<file path="src/rtl/cbv_pkg.sv">
package cbv_pkg;
  typedef enum logic [1:0] {
    CB_EMPTY = 2'd0,
    CB_HELD  = 2'd1,
    CB_DRAIN = 2'd2
  } cb_state_e;
endpackage

</file>
<file path="src/rtl/cbv_victim_pick.sv">
module cbv_victim_pick #(
  parameter int WAYS = 4,
  parameter int AGEW = 2,
  localparam int WAYW = (WAYS > 1) ? $clog2(WAYS) : 1
) (
  input  logic [WAYS-1:0]      way_lock,
  input  logic [WAYS*AGEW-1:0] way_age,
  output logic [WAYW-1:0]      pick_way,
  output logic                 pick_found
);
  // Oldest unlocked way; strict compare keeps the lowest index on ties.
  function automatic logic [WAYW:0] oldest_unlocked(
    input logic [WAYS-1:0]      lk,
    input logic [WAYS*AGEW-1:0] ages
  );
    logic            f;
    logic [WAYW-1:0] w;
    logic [AGEW-1:0] best;
    f    = 1'b0;
    w    = '0;
    best = '0;
    for (int i = 0; i < WAYS; i++) begin
      if (!lk[i] && (!f || ages[i*AGEW +: AGEW] > best)) begin
        f    = 1'b1;
        w    = WAYW'(i);
        best = ages[i*AGEW +: AGEW];
      end
    end
    return {f, w};
  endfunction

  always_comb begin
    {pick_found, pick_way} = oldest_unlocked(way_lock, way_age);
  end
endmodule

</file>
<file path="src/rtl/cbv_copyback_buf.sv">
module cbv_copyback_buf
  import cbv_pkg::*;
#(
  parameter int AW    = 28,
  parameter int DW    = 32,
  parameter int WORDS = 4,
  localparam int BW   = (WORDS > 1) ? $clog2(WORDS) : 1
) (
  input  logic               clk,
  input  logic               rst_n,
  input  logic               capture,
  input  logic [AW-1:0]      cap_addr,
  input  logic [WORDS*DW-1:0] cap_data,
  input  logic               fill_seen,
  input  logic               wb_ack,
  input  logic               wb_err,
  input  logic [BW-1:0]      dbg_sel,
  output logic               buf_valid,
  output logic               wb_req,
  output logic [AW-1:0]      wb_addr,
  output logic [BW-1:0]      wb_beat,
  output logic [DW-1:0]      wb_data,
  output logic               wb_last,
  output logic               mchk,
  output logic [DW-1:0]      dbg_word
);
  cb_state_e       state;
  logic [AW-1:0]   line_addr;
  logic [DW-1:0]   words [WORDS];
  logic [BW-1:0]   beat;
  logic            beat_done;

  assign buf_valid = (state != CB_EMPTY);
  assign wb_req    = (state == CB_DRAIN);
  assign wb_addr   = line_addr;
  assign wb_beat   = beat;
  assign wb_data   = words[beat];
  assign wb_last   = (beat == BW'(WORDS-1));
  assign beat_done = wb_req && wb_ack;
  assign dbg_word  = words[dbg_sel];

  always_ff @(posedge clk or negedge rst_n) begin
    if (!rst_n) begin
      state <= CB_EMPTY;
      beat  <= '0;
      mchk  <= 1'b0;
    end else begin
      mchk <= beat_done && wb_err;
      unique case (state)
        CB_EMPTY: if (capture) begin
          state <= CB_HELD;
          beat  <= '0;
        end
        CB_HELD: if (fill_seen) state <= CB_DRAIN;
        CB_DRAIN: if (beat_done) begin
          if (wb_last) begin
            state <= CB_EMPTY;
            beat  <= '0;
          end else begin
            beat <= beat + 1'b1;
          end
        end
        default: state <= CB_EMPTY;
      endcase
    end
  end

  generate
    for (genvar k = 0; k < WORDS; k++) begin : g_word
      always_ff @(posedge clk) begin
        if (capture && state == CB_EMPTY) words[k] <= cap_data[k*DW +: DW];
      end
    end
  endgenerate

  always_ff @(posedge clk) begin
    if (capture && state == CB_EMPTY) line_addr <= cap_addr;
  end

  p_clear_after_last_r8: assert property (@(posedge clk) disable iff (!rst_n)
    (wb_req && wb_ack && wb_last) |=> !buf_valid);
  p_beat_hold_r5: assert property (@(posedge clk) disable iff (!rst_n)
    (wb_req && !wb_ack) |=> (wb_req && $stable(wb_beat) && $stable(wb_addr)));
  p_mchk_cause_r9: assert property (@(posedge clk) disable iff (!rst_n)
    mchk |-> $past(wb_req && wb_ack && wb_err));
endmodule

</file>
<file path="src/rtl/cbv_victim_copyback.sv">
module cbv_victim_copyback #(
  parameter int WAYS  = 4,
  parameter int AGEW  = 2,
  parameter int AW    = 28,
  parameter int DW    = 32,
  parameter int WORDS = 4,
  localparam int WAYW = (WAYS > 1) ? $clog2(WAYS) : 1,
  localparam int BW   = (WORDS > 1) ? $clog2(WORDS) : 1
) (
  input  logic                clk,
  input  logic                rst_n,
  input  logic                miss_req,
  input  logic [WAYS-1:0]     way_valid,
  input  logic [WAYS-1:0]     way_dirty,
  input  logic [WAYS-1:0]     way_lock,
  input  logic [WAYS*AGEW-1:0] way_age,
  input  logic [AW-1:0]       vic_addr,
  input  logic [WORDS*DW-1:0] vic_data,
  input  logic                fill_done,
  output logic                fill_start,
  output logic [WAYW-1:0]     sel_way,
  output logic                no_victim,
  output logic                wb_req,
  output logic [AW-1:0]       wb_addr,
  output logic [BW-1:0]       wb_beat,
  output logic [DW-1:0]       wb_data,
  input  logic                wb_ack,
  input  logic                wb_err,
  output logic                mchk,
  input  logic [BW-1:0]       dbg_sel,
  output logic                dbg_valid,
  output logic [AW-1:0]       dbg_addr,
  output logic [DW-1:0]       dbg_word
);
  logic pick_found;
  logic vic_dirty;
  logic fill_pend;
  logic fill_seen;
  logic capture;
  logic buf_valid;
  logic wb_last;

  cbv_victim_pick #(.WAYS(WAYS), .AGEW(AGEW)) u_pick (
    .way_lock   (way_lock),
    .way_age    (way_age),
    .pick_way   (sel_way),
    .pick_found (pick_found)
  );

  assign vic_dirty  = way_valid[sel_way] && way_dirty[sel_way];
  assign fill_start = miss_req && !fill_pend && pick_found && !(vic_dirty && buf_valid);
  assign no_victim  = miss_req && !pick_found;
  assign capture    = fill_start && vic_dirty;
  assign fill_seen  = fill_done && fill_pend;

  always_ff @(posedge clk or negedge rst_n) begin
    if (!rst_n)          fill_pend <= 1'b0;
    else if (fill_start) fill_pend <= 1'b1;
    else if (fill_seen)  fill_pend <= 1'b0;
  end

  cbv_copyback_buf #(.AW(AW), .DW(DW), .WORDS(WORDS)) u_buf (
    .clk       (clk),
    .rst_n     (rst_n),
    .capture   (capture),
    .cap_addr  (vic_addr),
    .cap_data  (vic_data),
    .fill_seen (fill_seen),
    .wb_ack    (wb_ack),
    .wb_err    (wb_err),
    .dbg_sel   (dbg_sel),
    .buf_valid (buf_valid),
    .wb_req    (wb_req),
    .wb_addr   (wb_addr),
    .wb_beat   (wb_beat),
    .wb_data   (wb_data),
    .wb_last   (wb_last),
    .mchk      (mchk),
    .dbg_word  (dbg_word)
  );

  assign dbg_valid = buf_valid;
  assign dbg_addr  = wb_addr;

  p_never_locked_r2: assert property (@(posedge clk) disable iff (!rst_n)
    fill_start |-> !way_lock[sel_way]);
  p_no_victim_no_fill_r6: assert property (@(posedge clk) disable iff (!rst_n)
    no_victim |-> !fill_start);
  p_single_fill_r11: assert property (@(posedge clk) disable iff (!rst_n)
    fill_start |=> !fill_start);
  p_drain_after_fill_r4: assert property (@(posedge clk) disable iff (!rst_n)
    $rose(wb_req) |-> $past(fill_done));
  p_capture_addr_r3: assert property (@(posedge clk) disable iff (!rst_n)
    capture |=> (dbg_valid && dbg_addr == $past(vic_addr)));
endmodule

</file>
<file path="config.mk">
export PLATFORM = sky130hd
export DESIGN_NAME = cbv_victim_copyback
export DESIGN_NICKNAME = d
export VERILOG_FILES = /design/src/rtl/cbv_pkg.sv /design/src/rtl/cbv_victim_pick.sv /design/src/rtl/cbv_copyback_buf.sv /design/src/rtl/cbv_victim_copyback.sv
export SDC_FILE = /design/constraint.sdc
export NUM_CORES = 1
export LEC_CHECK = 0
export BUFFER_PORTS_ARGS = -buffer_cell sky130_fd_sc_hd__clkbuf_2
export CAP_MARGIN = 40
export CORE_ASPECT_RATIO = 1.25
export CORE_MARGIN = 3
export CORE_UTILIZATION = 48
export CTS_CLUSTER_SIZE = 8
export DETAILED_ROUTE_END_ITERATION = 10
export PLACE_DENSITY = 0.89
export SYNTH_ARGS = -nofsm -noshare
export SYNTH_HDL_FRONTEND = slang
export SYNTH_SLANG_ARGS = --single-unit
</file>
<file path="constraint.sdc">
create_clock -name clk -period 8.3 [get_ports clk]
set_clock_uncertainty 0.1 [all_clocks]
set_input_delay 1.66 -clock clk [delete_from_list [all_inputs] [get_ports clk]]
set_output_delay 1.66 -clock clk [all_outputs]
set_load 0.02 [all_outputs]
</file>
Word level (Yosys, flattened, before mapping):

Memories as Yosys holds them, arrays and structs flattened.
Cells that the tools add are included.

* order comparisons: 4
* reduce and logical (&&, ||, !) cells: 31
* eq/ne operators: 7
* muxes and demuxes: 27
* add/sub/neg operators: 1

Operator list (number)
* 2-bit two-way mux: 12
* 1-bit logical AND: 14
* 1-bit two-way mux: 11
* 1-bit zero test: 8
* 2-bit greater-than comparator: 3
* 2-bit inequality test, second input constant: 3
* 2-bit case mux with 3 select lines: 1
* 2-bit nonzero test: 3
* 1-bit binary-select mux with 2-bit select: 2
* 2-bit == test, second input constant: 2
* 2-bit case mux with 2 select lines: 1
* 4-bit AND reduction: 1
* 1-bit logical OR: 3
* 2-bit by 3-bit less-than comparator with 1-bit output, second input constant: 1
* 3-bit AND reduction: 1
* 2-bit by 1-bit adder with 2-bit output, second input constant: 1
* 2-bit by 1-bit == test with 1-bit output, second input constant: 1
* 2-bit zero test: 1
* 2-bit by 1-bit inequality test with 1-bit output, second input constant: 1

* bits in writable memories: 128
* input port bits: 184
* memories kept: 1
* word-level logic and storage cells: 76
* output and inout port bits: 129
* flip-flop bits (word level): 34

Memories
* u_buf.words: words 4, width 32, read ports 2, clocked after Yosys merged registers in 0, write ports 4, line cbv_copyback_buf.sv:29 `logic [DW-1:0] words [WORDS];`

Logic depth before layout (Yosys ltp):

* depth in word-level cells: 23
* gate-level depth with buffers: 19

Cells and area by module:

A second synthesis with hierarchy kept.

* cells, all modules: 342
* area total of the unflattened synthesis: 7150.6 µm²

Modules (own cells, without submodules)
* cbv_copyback_buf: seq. area each 4809.6 µm², instances 1, area an instance 6541.3 µm², cells an instance 262
* cbv_victim_copyback: seq. area each 25.0 µm², instances 1, area an instance 332.8 µm², cells an instance 42
* cbv_victim_pick: seq. area each 0.0 µm², instances 1, area an instance 276.5 µm², cells an instance 38

Least setup slack after synthesis:

OpenSTA, ideal clock, no wires.

* kind: in2reg
* start: input port way_lock[0]
* end: register u_buf.line_addr[0], in the netlist u_buf.wb_addr[0], enable pin
* setup time: 536 ps
* path buffers: 0
* arrival: 8962 ps
* slack: -1298 ps
* stages: 16
* data required time: 7664 ps
* path through: inv_1 -> nand2_1 -> ha_1 -> and3b_1 -> a311oi_4 -> mux2_2 -> ha_1 -> a311oi_4 -> mux2_2 -> ha_1 -> nor2b_1 -> o21ai_0 -> o21a_1 -> a21oi_1 -> a311oi_4 -> and3_1

* cells in the longest elaborated chain, start to end: 21
* elaborated cells on any way between the ends: 32
* those cells by class: order compare: 3; mux: 14; reduce/logical: 15

RTL lines
* start: declaration: line cbv_victim_copyback.sv:15 `input logic [WAYS-1:0] way_lock,`
* 2-bit two-way mux: line cbv_victim_pick.sv:23 `if (!lk[i] && (!f || ages[i*AGEW +: AGEW] > best)) begin`
* 2-bit greater-than comparator: line cbv_victim_pick.sv:23
* 1-bit logical OR: line cbv_victim_pick.sv:23
* 1-bit logical AND: line cbv_victim_pick.sv:23
* 2-bit two-way mux or 1-bit two-way mux (tied branches): line cbv_victim_pick.sv:23
* 2-bit greater-than comparator or 1-bit zero test (tied branches): line cbv_victim_pick.sv:23
* 1-bit logical OR: line cbv_victim_pick.sv:23
* 1-bit logical AND: line cbv_victim_pick.sv:23
* [5 not listed]
* 1-bit binary-select mux with 2-bit select: line cbv_victim_copyback.sv:50 `assign vic_dirty = way_valid[sel_way] && way_dirty[sel_way];`
* 1-bit two-way mux (implied by the code): line cbv_victim_copyback.sv:50
* 1-bit logical AND: line cbv_victim_copyback.sv:50
* 1-bit logical AND: line cbv_victim_copyback.sv:51 `assign fill_start = miss_req && !fill_pend && pick_found && !(vic_dirty && buf_valid);`
* 1-bit zero test: line cbv_victim_copyback.sv:51
* 1-bit logical AND: line cbv_victim_copyback.sv:51
* 1-bit logical AND (*): line cbv_victim_copyback.sv:53 `assign capture = fill_start && vic_dirty;`
* 1-bit logical AND (*): line cbv_copyback_buf.sv:77 `if (capture && state == CB_EMPTY) line_addr <= cap_addr;`
* end signal: assignment: line cbv_copyback_buf.sv:77
* end: declaration: line cbv_copyback_buf.sv:28 `logic [AW-1:0] line_addr;`

Mark *: on every way between the ends. The rest lies on a longest branch, timed or not. The select of a mux whose other input is x is not followed.
A chain may end at the register's enable or synchronous reset.

Final worst setup path:

* start: input port way_lock[0]
* end: output port fill_start

* cells in the longest elaborated chain, start to end: 19
* elaborated cells on any way between the ends: 30
* those cells by class: order compare: 3; mux: 14; reduce/logical: 13

RTL lines
* 2-bit two-way mux: line cbv_victim_pick.sv:23
* 2-bit greater-than comparator: line cbv_victim_pick.sv:23
* 1-bit logical OR: line cbv_victim_pick.sv:23
* 1-bit logical AND: line cbv_victim_pick.sv:23
* 2-bit two-way mux or 1-bit two-way mux (tied branches): line cbv_victim_pick.sv:23
* 2-bit greater-than comparator or 1-bit zero test (tied branches): line cbv_victim_pick.sv:23
* 1-bit logical OR: line cbv_victim_pick.sv:23
* 1-bit logical AND: line cbv_victim_pick.sv:23
* [3 not listed]
* 1-bit logical AND: line cbv_victim_pick.sv:23
* 2-bit two-way mux: line cbv_victim_pick.sv:23
* 1-bit binary-select mux with 2-bit select: line cbv_victim_copyback.sv:50
* 1-bit two-way mux (implied by the code): line cbv_victim_copyback.sv:50
* 1-bit logical AND: line cbv_victim_copyback.sv:50
* 1-bit logical AND: line cbv_victim_copyback.sv:51
* 1-bit zero test: line cbv_victim_copyback.sv:51
* 1-bit logical AND (*): line cbv_victim_copyback.sv:51
* end: declaration: line cbv_victim_copyback.sv:20 `output logic fill_start,`

Marks and branches as above.

==> flow_metrics.tcl <==
set metrics [dict create \
    status "completed" \
    grt_pass1_vias 5059 \
    dp_hpwl_um 13400 \
    dp.cells 800 \
    hp-start "fill_pend" \
    clk_root_buffer_cell "clkbuf_16" \
    hp-class "reg -> reg" \
    crit_path_top_delay_cell "a311oi_4" \
    rsz0062_at_grt "no" \
    cts_hold_buf 0 \
    cts_sinks 162 \
    finalPower_mw 2.65 \
    place_congestion 0.869 \
    syn_inst 344 \
    peakVddDrop_mv 0.236 \
    nNetsFinal 832 \
    relSlewSlack 0.545 \
    max_freq_ghz 0.126 \
    cts_setup_buffers 0 \
    area_growth_pct 31.9 \
    fp.coreArea_um2 14400 \
    yosysSeqAreaShare 0.682 \
    p_leak_nw 3.82 \
    io_pins 313 \
    syn-cell-area_um2 7090 \
    ys_ff_latch 162 \
    worst-path-buf-inv 4 \
    core.rowCount 49 \
    path_class "in -> out" \
    initial_core_util 0.492 \
    via_per_inst 5.59 \
    synthesis.nets 535 \
    end_kind "output port" \
    cpPeakStageDelay_ns 0.44 \
    cts_made_buffers 17 \
    crit_path_start_kind "input port" \
    layout-drive-gt1-share 0.653 \
    mostFrequentLayoutCell "clkbuf_2" \
    antenna_found_initial 0 \
    grtUsageTotal 0.216 \
    numPortBuffers 312 \
    diodes 0 \
    fin_cells 832 \
    crit_family "compound AO/OA/AOI/OAI gates" \
    post_drt_wl_per_cell_um 21.1 \
    final_cell_mix "clkbuf_2 (312), edfxtp_1 (156), mux4_2 (64), clkbuf_16 (17), inv_1 (13)" \
    routed_wl_um 17600 \
    pre_cts_ws_ns 0.372 \
    crit_fanout 7 \
    avgSynthCellArea_um2 20.6 \
    overflow 0 \
    cts_tree "done" \
    synth.distinct_cells 34 \
    via_count 4650 \
    fin_crit_ns 7.95 \
    drv_slew 0 \
    die-area_um2 16300 \
    insertion_delay_ns 0.42 \
    final_util 0.649 \
    grt_max_degree 52 \
    yosysWarningCount 0 \
    crit_chain "clkbuf_2 -> inv_1 -> nand2_1 -> ha_1 -> and3b_1 -> a311oi_4 -> mux2_2 -> ha_1 -> inv_1 -> a221oi_2 -> a311oi_4 -> mux2_2 -> ha_1 -> nor2b_1 -> o21ai_0 -> o21a_1 -> a21oi_1 -> a311oi_4 -> a21oi_1 -> clkbuf_2" \
    setup_viol 0 \
    cp.arrival_ns 6.19 \
    timing.rr.start "u_buf.state[1]" \
    dr.pass1.iters 4 \
    worst_pin_slew_ns 0.682 \
    required_ns 6.54 \
    drc_errors 0 \
    cts_buffer_depth 2 \
    first_iter_violations 279 \
    die_h_um 142 \
    maxCapViolCount 0 \
    cts_resized 0 \
    die_w_um 115 \
    pwr_density_cell_nw_per_um2 284 \
    path_clk_slew_ns 0.07 \
    fin_ws_ns 0.353 \
    finalHoldViolCount 0 \
    setup_tns_ns 0 \
    postRouteAntennaNets 0 \
    critPathLaunch "way_lock[0]" \
    h-tree-depth 4 \
    grt_pass1_wl_um 26100 \
    fin_crit_sh 0.957 \
]
report_power, final:
group / switching, mW / leakage (nW) / total, mW / internal, mW
Clock: 0.373 / 0.297 / 0.784 / 0.411
Sequential: 0.0803 / 1.49 / 1.10 / 1.02
Combinational: 0.441 / 2.03 / 0.773 / 0.332
cell families (layout without fill, tap and decap cells):
kind of cell               Yosys count  in the layout  share of synthesized area
AOI/OAI and AO/OA                   22             22                     0.0304
adders and majority gates            7              7                     0.0124
buffers and inverters               56            366                     0.0454
DFF                                162            162                      0.682
muxes                               66             66                      0.206
and+or+nand+nor                     31             31                     0.0235
metrics by stage:
stage	hold WS, ns	cell area, um2
floorplan	0.415	7090
global placement	0.430	8690
detailed placement	0.452	8740
CTS	0.467	9350
global route	0.491	9350
finish	0.463	9350
area by class of cell:
class	count	area (um2)
Fill cell	967	5060
Sequential cell	162	4840
Multi-Input combinational cell	126	1940
Timing Repair Buffer	321	1690
Clock buffer	17	425
Tap cell	178	223
Clock inverter	15	181
Inverter	13	48.8
synthesized netlist by cell type:
library cell  number  area (um2)
a41oi_1            1        8.76
o2111ai_1          1        8.76
ha_1               7        87.6
mux4_2            64        1440
and4b_1            1        10.0
inv_1             13        48.8
o221ai_1           1        8.76
dfrtp_1            6         150
a221oi_2           1        15.0
nor3_1             1        5.00
o21ai_0            4        20.0
o211ai_1           1        7.51
buf_1              2        7.51
nand2_1            7        26.3
edfxtp_1         156        4680
nand3_1            3        15.0
nand2_2            1        6.26
a32o_1             2        20.0
mux2_2             2        22.5
a21oi_1            6        30.0
and2b_1            1        7.51
a221o_1            1        10.0
clkbuf_1           8        30.0
nand2b_1           2        12.5
a311oi_4           3        78.8
o21a_1             1        7.51
nor2_1             6        22.5
nor2b_1            3        18.8
buf_4             28         210
and3_1             2        12.5
buf_2              5        25.0
and3b_1            1        8.76
nand3b_1           2        15.0
nand4_1            1        6.26
worst reg2reg max path: stages, from the launching register on:
cell and delay (ns):
dfrtp_1 0.43, nor2_1 0.28, and3_4 0.66, buf_12 0.34
path summary, 6_finish.rpt:
path                                      end  slack, ns  cells after the start
max                                fill_start       0.35                     20
min                            u_buf.state[1]       0.46                      1
max reg2reg                u_buf.words[1][20]       6.13                      3
min reg2reg                    u_buf.state[1]       0.46                      1
max in group asynchronous    u_buf.wb_beat[1]       6.97                      1
min in group asynchronous          u_buf.mchk       0.95                      1
flip-flops by register name, indices dropped and copies added, names as in the netlist:
| name | count |
|---|---|
| u_buf.words | 128 |
| u_buf.wb_addr | 28 |
| u_buf.state | 2 |
| u_buf.wb_beat | 2 |
| fill_pend | 1 |
| u_buf.mchk | 1 |
layer usage:
layer	wire, um	vias up	track usage
met3	1570	51	0.0730
met2	9490	273	0.370
met1	5910	2313	0.243
li1	-	2013	-
met5	0	-	0
met4	611	0	0.0977
No activity file was read; power rests on OpenSTA's default activity.
